## src/rtl/pci_outbound_window.sv

```systemverilog
module pci_outbound_window #(
  parameter int unsigned ADDR_W     = 32,
  parameter int unsigned DATA_W     = 32,
  parameter int unsigned REG_AW     = 8,
  parameter int unsigned CHUNK_BITS = 23,
  parameter int unsigned IDX_W      = 5,
  parameter int unsigned REGION_TAG = 15,
  parameter int unsigned MODE_LSB   = 7,
  parameter logic [1:0]  MODE_ON    = 2'b01,
  parameter logic [7:0]  CTRL_OFS   = 8'h10,
  parameter logic [7:0]  WIN_OFS    = 8'h14
) (
  input  logic              clk,
  input  logic              rst_n,
  input  logic              reg_we,
  input  logic [REG_AW-1:0] reg_waddr,
  input  logic [DATA_W-1:0] reg_wdata,
  input  logic [REG_AW-1:0] reg_raddr,
  output logic [DATA_W-1:0] reg_rdata,
  input  logic [ADDR_W-1:0] cpu_addr,
  output logic              cpu_to_pci,
  output logic [ADDR_W-1:0] pci_addr,
  input  logic [ADDR_W-1:0] bm_addr,
  output logic              bm_to_ram,
  output logic              bm_to_pci
);
  localparam int unsigned NCHUNK  = 1 << IDX_W;
  localparam int unsigned TAG_LSB = CHUNK_BITS + IDX_W;
  localparam int unsigned TAG_W   = ADDR_W - TAG_LSB;
  localparam logic [ADDR_W-1:0] REGION_BASE = ADDR_W'(REGION_TAG) << TAG_LSB;
  localparam logic [ADDR_W-1:0] BM_RAM_TOP  = REGION_BASE + (ADDR_W'(1) << CHUNK_BITS);

  logic [NCHUNK-1:0] win_mask;
  always_comb begin
    win_mask = '1;
    win_mask[0] = 1'b0;
    win_mask[NCHUNK-1] = 1'b0;
  end

  logic [DATA_W-1:0] ctrl_q;
  logic [NCHUNK-1:0] win_q;

  always_ff @(posedge clk) begin
    if (!rst_n) begin
      ctrl_q <= '0;
      win_q  <= '0;
    end else if (reg_we) begin
      if (reg_waddr == REG_AW'(CTRL_OFS)) ctrl_q <= reg_wdata;
      if (reg_waddr == REG_AW'(WIN_OFS))  win_q  <= reg_wdata[NCHUNK-1:0] & win_mask;
    end
  end

  always_comb begin
    reg_rdata = '0;
    if (reg_raddr == REG_AW'(CTRL_OFS)) reg_rdata = ctrl_q;
    else if (reg_raddr == REG_AW'(WIN_OFS)) reg_rdata = DATA_W'(win_q);
  end

  logic             fwd_on;
  logic             in_region;
  logic [IDX_W-1:0] chunk;

  assign fwd_on     = ctrl_q[MODE_LSB +: 2] == MODE_ON;
  assign in_region  = cpu_addr[ADDR_W-1:TAG_LSB] == TAG_W'(REGION_TAG);
  assign chunk      = cpu_addr[CHUNK_BITS +: IDX_W];
  assign cpu_to_pci = fwd_on && in_region && win_q[chunk];
  assign pci_addr   = cpu_to_pci ? cpu_addr : '0;

  assign bm_to_ram  = bm_addr < BM_RAM_TOP;
  assign bm_to_pci  = !bm_to_ram;
endmodule


```

## config.mk

```make
export PLATFORM = sky130hd
export DESIGN_NAME = pci_outbound_window
export DESIGN_NICKNAME = d
export VERILOG_FILES = /design/src/rtl/pci_outbound_window.sv
export SDC_FILE = /design/constraint.sdc
export NUM_CORES = 1
export LEC_CHECK = 0
export CAP_MARGIN = 10
export CORE_MARGIN = 2
export CORE_UTILIZATION = 43
export DETAILED_ROUTE_END_ITERATION = 12
export GPL_ROUTABILITY_DRIVEN = 0
export PLACE_DENSITY = 0.91
export SLEW_MARGIN = 15
export SYNTH_ARGS = -nofsm -noshare
export SYNTH_HDL_FRONTEND = slang
export SYNTH_SLANG_ARGS = --single-unit
export TNS_END_PERCENT = 1
```

## constraint.sdc

```tcl
create_clock -name clk -period 6.09 [get_ports clk]
set_clock_uncertainty 0.2 [all_clocks]
set_input_delay 0.9135 -clock clk [delete_from_list [all_inputs] [get_ports clk]]
set_output_delay 0.9135 -clock clk [all_outputs]
set_load 0.05 [all_outputs]
```

Word level (Yosys, flattened, before mapping)
Index checks and enable logic that the tools add are counted.

Flip-flop bits (word level): 62. Input port bits: 115. Output and inout port bits: 67. Word-level logic and storage cells: 20.

$lt $le $gt $ge: 2. Equality and inequality tests: 6. Muxes and demuxes: 5. Reduce and logical (&&, ||, !) cells: 5.

Operator list (number): $mux W32 (2); $eq A8 B5 Y1 const B (4); $lt A32 B32 Y1 const B (1); $mux W31 (1); $lt A5 B6 Y1 const B (1); $bmux W1 S5 (1); $eq A4 B4 Y1 const B (1); $reduce_and A2 Y1 (2); $eq A2 B1 Y1 const B (1); $logic_and A1 B1 Y1 (2); $logic_not A1 Y1 (1); $mux W1 (1).

Logic depth before layout (Yosys ltp)
Gate-level depths: netlist of run 1.

Depth in word-level cells: 4. Gate-level depth with buffers: 6. Depth with buffers taken out: 4.

Worst setup path after synthesis of run 1
OpenSTA, ideal clock, no wires.

Path kind: in2out. From: input cpu_addr[24]. To: output cpu_to_pci. Arrival: 3167 ps. Data required time: 4977 ps. Slack: 1809 ps. Cell stages on the path: 6. Path buffers: 2. Path through: buf_4 -> mux2i_1 -> o221a_2 -> o311a_1 -> buf_2 -> nor3b_1.

Longest elaborated chain between the ends: 3.

RTL lines: start, declared (RTL line 20) `input logic [ADDR_W-1:0] cpu_addr,`; $bmux W1 S5 (RTL line 66) `assign cpu_to_pci = fwd_on && in_region && win_q[chunk];`; $mux W1 (implied by the code) (RTL line 66); $logic_and A1 B1 Y1 (RTL line 66); end, declared (RTL line 21) `output logic cpu_to_pci,`.

No other way between the ends. The select of a mux whose other input is x is not followed.

Worst setup path after layout of run 1
From: input cpu_addr[23]. To: output pci_addr[20].

Longest elaborated chain between the ends: 4.

RTL lines: $bmux W1 S5 (RTL line 66); $mux W1 (implied by the code) (RTL line 66); $logic_and A1 B1 Y1 (RTL line 66); $mux W32 (RTL line 67) `assign pci_addr = cpu_to_pci ? cpu_addr : '0;`; end, declared (RTL line 22) `output logic [ADDR_W-1:0] pci_addr,`.

No other way between the ends. The select of a mux whose other input is x is not followed.

==> results of run 1 <==
cells by family (layout without fill, tap and decap cells):
| group | Yosys count | in the layout | share of synthesized area |
|---|---|---|---|
| AOI/OAI and AO/OA | 10 | 10 | 0.0234 |
| buffers and inverters | 34 | 181 | 0.0545 |
| DFF | 62 | 62 | 0.351 |
| muxes | 101 | 101 | 0.301 |
| and+or+nand+nor | 176 | 176 | 0.270 |
worst paths after layout:
kind,startpoint,end,slack [ps],cells after the start
hold / removal,ctrl_q[31]$_SDFFE_PN0P_,ctrl_q[31]$_SDFFE_PN0P_,320,2
setup reg to reg,win_q[8]$_SDFFE_PN0P_,win_q[8]$_SDFFE_PN0P_,5220,2
hold reg to reg,ctrl_q[31]$_SDFFE_PN0P_,ctrl_q[31]$_SDFFE_PN0P_,320,2
setup / recovery,cpu_addr[23],pci_addr[20],870,7
cell usage in the layout (no fill, tap or decap), drive strengths merged, types with 2 or more instances in the layout:
master	instances
nor3	27
clkinv	4
nand2b	2
nand2	29
nor2	35
nor2b	64
inv	3
nor4	2
o311ai	2
mux2i	94
buf	6
clkbuf	10
clkdlybuf4s50	157
nor3b	9
nand4	2
mux4	4
and2	2
mux2	3
dfxtp	62
per-layer routing:
metal / GRT usage / part of all wire / up-vias / wire length, um
met4: 0.0568 / 0.010 / 0 / 104
met1: 0.240 / 0.38 / 1521 / 3870
met5: 0 / 0 / - / 0
met2: 0.414 / 0.53 / 109 / 5290
met3: 0.0654 / 0.078 / 9 / 788
li1: - / - / 1603 / -
registers in the layout, summed over array words and instances, names as in the netlist:
register	cells
ctrl_q	32
win_q	30
per-stage QoR:
step / area, um2 / worst slack [ps]
6_report: 5310 / 869
5_1_grt: 5310 / 739
4_1_cts: 5310 / 862
3_5_place_dp: 5120 / 853
3_3_place_gp: 5120 / 878
2_1_floorplan: 3530 / 1810
power by group through the flow:
stage | registers (uW) | logic, uW | clock network (uW)
floorplan | 415 | 39.0 | 0
global placement | 415 | 110 | 0
detailed placement | 415 | 112 | 0
CTS | 406 | 112 | 360
global route | 406 | 119 | 382
finish | 406 | 112 | 351
final cells by class:
| class | instances | share of cell area |
|---|---|---|
| sequential | 62 | 0.234 |
| clock buffer | 10 | 0.0259 |
| tap | 105 | 0.0247 |
| clock inverter | 5 | 0.00942 |
| timing repair buffer | 163 | 0.304 |
| inverter | 3 | 0.00212 |
| multi-input combinational | 287 | 0.400 |
tightest hold or removal path, delay by kind of cell (launching register included):
family | cells | cell delay (ps)
and+or+nand+nor | 1 | 90
DFF | 1 | 320
muxes | 1 | 60
==> results by group, run 1 <==
Routing
  • Count of TritonRoute iterations in the first routing pass: 4
  • Detailed-route DRC error count: 0
  • Iter 0 DRT Violations: ~110
  • Vias: around 3,200
  • Avg WL per Cell: 15.8 um
  • Drt total wl: just over 10,000 um
  • Post-DRT Antenna Nets: 0
  • Post-DR vias/cell: between 5 and 6

Place
  • Number of placed cells counting well taps: 620
  • IO buf count: about 160
  • Hpwl dp: just over 7000 um

Timing
  • Fin crit share: 0.857
  • Post-route setup TNS: 0 ps
  • Crit path time final: between 5000 and 6000 ps
  • Pins Over Slew Limit: 0
  • Worst-Margin Slew: 1040 ps
  • Final setup vio count: 0
  • Hold Fails Final Rpt: 0
  • Worst hold slack: 317 ps
  • RSZ-0062 raised after global routing: false
  • Worst relative slew slack: 0.309
  • Fmax: about 190 MHz

Global route
  • Vias in the first global route: between 3,000 and 4,000
  • Largest net degree at the start of global routing: 63
  • Total gr overflow: 0
  • Initial antenna violation count: 0
  • Global-route wire length before repair: around 15,000 um
  • GR Util All Layers: 0.220

CTS
  • Clock latency on the worst-skew pair: approximately 330 ps
  • Hold-fix buffer count after cts: 0
  • Cts bufs inserted: 9
  • CTS tree: built
  • CTS H-tree lvls: 3
  • Clock sink count: 62
  • CTS max path bufs: 2
  • Setup Fix Bufs, Post-CTS: 0
  • Root Buffer: clkbuf_8
  • # resized after CTS: 0
  • CTS clk-pin slew, worst paths: 60 ps

Die
  • Initial Util: 0.437
  • Die area: 8960 um2
  • Core area: ~8100 um2
  • Die Y: 94.7 um
  • Die Wd: around 95 um
  • Std cell rows: 33
  • Io pins: roughly 180

Power
  • Internal Power: roughly 670 uW
  • Clock network fraction of total power: 0.404
  • Reg power frac: 0.467
  • Power Dens Cells: 164 nW/um2
  • Total power: between 800 and 900 uW
  • Switching Share: 0.228
  • Combinational Power Share: 0.129
  • Peak supply drop: between 100 and 150 uV
  • Leakage: 0.00194 uW
  • NetSw: 198 uW

Worst setup path
  • CP Max Fanout: 31
  • Cell mode on critical path: clkdlybuf4s50_1
  • Worst EP arrival: 4110 ps
  • CP required: around 5000 ps
  • Crit path launch type: input port
  • Slowest cell on crit path: clkdlybuf4s50_1
  • Critical path class: input port to output port
  • CP top delay family: buffers and inverters
  • Worst path buffer plus inverter count: 3
  • Cells along the critical path: clkdlybuf4s50_1 > mux4_2 > and2_1 > o32ai_4 > buf_4 > nor3_1 > clkdlybuf4s50_1
  • Crit end category: output port
  • Critical Path Max Stage Delay: ~900 ps

Layout
  • Reg area: between 1000 and 1500 um2
  • Layout area overhead: 50.3%
  • NumNets Final: ~640
  • Layout Utilization: 0.656
  • Ant diodes: 0
  • Share of cells above drive strength 1: 0.0679
  • Multi-input logic area: 2130 um2
  • Filler cell count: 665
  • Fin cells: approximately 640

Synth
  • Syn nets: 498
  • Ys async rst share: 0
  • Seq/Total Area, Yosys: 0.351
  • Number of flops mapped to enable cells by yosys: 0
  • Synth top cells by count: mux2i_1, nor2b_1, dfxtp_1
  • Cell variety after synth: 34
  • Mapped Area: approximately 3500 um2
  • Synth area leader: dfxtp_1
  • Post-synth top area share: 0.351
  • Yosys warnings: 0
  • Top_reg_cell synth: dfxtp_1
  • Synthesized area per cell: between 9 and 10 um2
  • Count of state elements after synthesis: 62
  • Count leader, synth: mux2i_1
  • Mapped Cells: between 300 and 400
  • Synth area leaders: dfxtp_1, mux2i_1, nor2b_1, nor3_1, nor2_1

Status
  • Status: complete, no violations

Flow run
  • Max cap viols: 0

Worst hold path
  • Hold Crit Class: flop to flop
Power figures use the tool's default switching activity.
==> inputs of run 2 (changes only) <==
Settings changed: CORE_MARGIN 2 to default.
==> run 2 against run 1 <==
Net effect: count of clock-buffer cells in the layout grew 1; sequential share of layout area hardly changed; flip-flop and latch count is the same; sequential power is essentially flat; fmax is 0.50% lower; combinational power hardly changed; worst hold slack about the same; clock power barely moved.
==> results by group, run 2 (same netlist as run 1, synthesis figures left out) <==
Status
  • Status: complete, no violations

Global route
  • Global-route wire length before repair: 15,200 um (about the same)
  • Total gr overflow: 0 (unchanged)
  • Largest net degree at the start of global routing: 63 (unchanged)
  • Initial antenna violation count: 0 (unchanged)
  • GR Util All Layers: 0.228 (+0.00783)
  • Vias in the first global route: 3,186 (+2.9%)

CTS
  • # resized after CTS: 0 (unchanged)
  • CTS clk-pin slew, worst paths: 60 ps (about the same)
  • Root Buffer: clkbuf_8
  • CTS tree: built
  • CTS H-tree lvls: 3 (unchanged)
  • Hold-fix buffer count after cts: 0 (unchanged)
  • CTS max path bufs: 2 (unchanged)
  • Clock sink count: 62 (unchanged)
  • Setup Fix Bufs, Post-CTS: 0 (unchanged)
  • Cts bufs inserted: 9 (unchanged)
  • Clock latency on the worst-skew pair: 340 ps (about the same)

Timing
  • Fin crit share: 0.862 (+0.00433)
  • Fmax: 191 MHz (-0.50%)
  • Crit path time final: 5250 ps (+26.3 ps)
  • Worst-Margin Slew: 1000 ps (-35.8 ps)
  • Final setup vio count: 0 (unchanged)
  • Post-route setup TNS: 0 ps (unchanged)
  • Final setup margin: 843 ps (-26.3 ps)
  • Worst relative slew slack: 0.333 (+0.0239)
  • Worst hold slack: 316 ps (-0.402 ps)
  • Pins Over Slew Limit: 0 (unchanged)
  • Hold Fails Final Rpt: 0 (unchanged)
  • RSZ-0062 raised after global routing: false

Power
  • Total power: 867 uW (-0.30%)
  • Peak supply drop: 158 uV (+10%)
  • Leakage: 0.00194 uW (about the same)
  • Power Dens Cells: 163 nW/um2 (-0.49%)

Place
  • Post-Place Worst Slack: 833 ps (-19.5 ps)
  • IO buf count: 158 (unchanged)
  • Hpwl dp: 7100 um (-2.3%)

Worst setup path
  • Crit path launch type: input port
  • Critical path class: input port to output port
  • CP Max Fanout: 18 (-42%)
  • FF-to-FF path depth: 2 (unchanged)
  • Slowest cell on crit path: clkdlybuf4s50_1
  • Crit path to: pci_addr[19]
  • Setup crit start: cpu_addr[24]
  • Worst path buffer plus inverter count: 3 (unchanged)
  • Critical path depth: 7 (unchanged)
  • CP top delay family: buffers and inverters
  • Cells along the critical path: clkdlybuf4s50_1 > mux2i_1 > o311ai_0 > o32ai_4 > buf_4 > nor3_1 > clkdlybuf4s50_1
  • Cell mode on critical path: clkdlybuf4s50_1
  • R2R Path End: win_q[30]$_SDFFE_PN0P_
  • R2r setup slk: 5200 ps (-20 ps)
  • Critical Path Max Stage Delay: 840 ps (-60 ps)
  • Worst EP arrival: 4130 ps (+20 ps)
  • Crit end category: output port
  • CP required: 4980 ps (about the same)
  • FF-to-FF Start: win_q[30]$_SDFFE_PN0P_

Die
  • Die area: 8590 um2 (-4.2%)
  • Io pins: 182 (unchanged)
  • Std cell rows: 32 (-3.0%)
  • Die Y: 92.7 um (-2.1%)
  • Die Wd: 92.7 um (-2.1%)
  • Core area: 7850 um2 (-3.0%)
  • Initial Util: 0.450 (+0.0136)

Routing
  • Post-DR vias/cell: 5.09 (-0.24%)
  • Vias: 3,229 (-0.40%)
  • Drt total wl: 9740 um (-3.1%)
  • Avg WL per Cell: 15.4 um (-3.0%)
  • Detailed-route DRC error count: 0 (unchanged)
  • Count of TritonRoute iterations in the first routing pass: 4 (unchanged)
  • Iter 0 DRT Violations: 116 (+4.5%)
  • Post-DRT Antenna Nets: 0 (unchanged)

Flow run
  • Max cap viols: 0 (unchanged)

Layout
  • Commonest non-fill, non-tap cell in the layout: clkdlybuf4s50_1
  • Most frequent cells in the layout: clkdlybuf4s50_1, mux2i_1, nor2b_1
  • Largest Register: ctrl_q
  • Largest regs: ctrl_q (32), win_q (30)
  • Max FFs per register: 32 (unchanged)
  • Ant diodes: 0 (unchanged)
  • NumNets Final: 643 (+0.31%)
  • Share of cells above drive strength 1: 0.0677 (-0.000255)
  • Layout area overhead: 50.6%

Worst hold path
  • Hold path cells: 2 (unchanged)
  • Hold Crit Class: flop to flop
run 2: area by class of cell:
type                       count  area [um2]
inverter                       3        11.3
timing repair buffer         165        1630
sequential                    62        1240
clock buffer                  11         141
multi-input combinational    287        2120
tap                          102         128
clock inverter                 4        47.5
fill                         611        2520
run 2: worst min-delay path, stage by stage, from the launching register on:
cell and delay, ps:
dfxtp_1 330, mux2i_1 60, nor2b_1 90
run 2: worst min path at each step:
stage          slack [ps]               startpoint                       to
2_1_floorplan         270   ctrl_q[0]$_SDFFE_PN0P_   ctrl_q[0]$_SDFFE_PN0P_
3_3_place_gp          290  ctrl_q[31]$_SDFFE_PN0P_  ctrl_q[31]$_SDFFE_PN0P_
3_5_place_dp          300  ctrl_q[17]$_SDFFE_PN0P_  ctrl_q[17]$_SDFFE_PN0P_
4_1_cts               320  ctrl_q[17]$_SDFFE_PN0P_  ctrl_q[17]$_SDFFE_PN0P_
5_1_grt               340  ctrl_q[17]$_SDFFE_PN0P_  ctrl_q[17]$_SDFFE_PN0P_
6_report              320  ctrl_q[23]$_SDFFE_PN0P_  ctrl_q[23]$_SDFFE_PN0P_
run 2: layer usage:
metal,track usage,vias to the layer above,share of wire
met3,0.0673,7,0.072
met2,0.441,118,0.52
met1,0.245,1502,0.41
met5,0,-,0
met4,0.0423,0,0.0053
li1,-,1602,-
run 2: power by group:
part / total [uW] / switching, uW / internal (uW)
clock: 348 / 152 / 196
sequential: 406 / 0.336 / 406
combinational: 112 / 41.6 / 70.6
total: 867 / 194 / 673
run 2: metrics by stage:
step	utilization	std cells	area, um2
floorplan	-	383	3530
global placement	0.654	619	5130
detailed placement	0.654	619	5130
CTS	0.678	634	5320
global route	0.678	634	5320
finish	0.678	634	5320
==> inputs of run 3 (changes only) <==
Settings changed: SETUP_SLACK_MARGIN from default to 0.5.
==> results of run 3 <==
Final layout, timing and power as in run 2 (identical DEF).
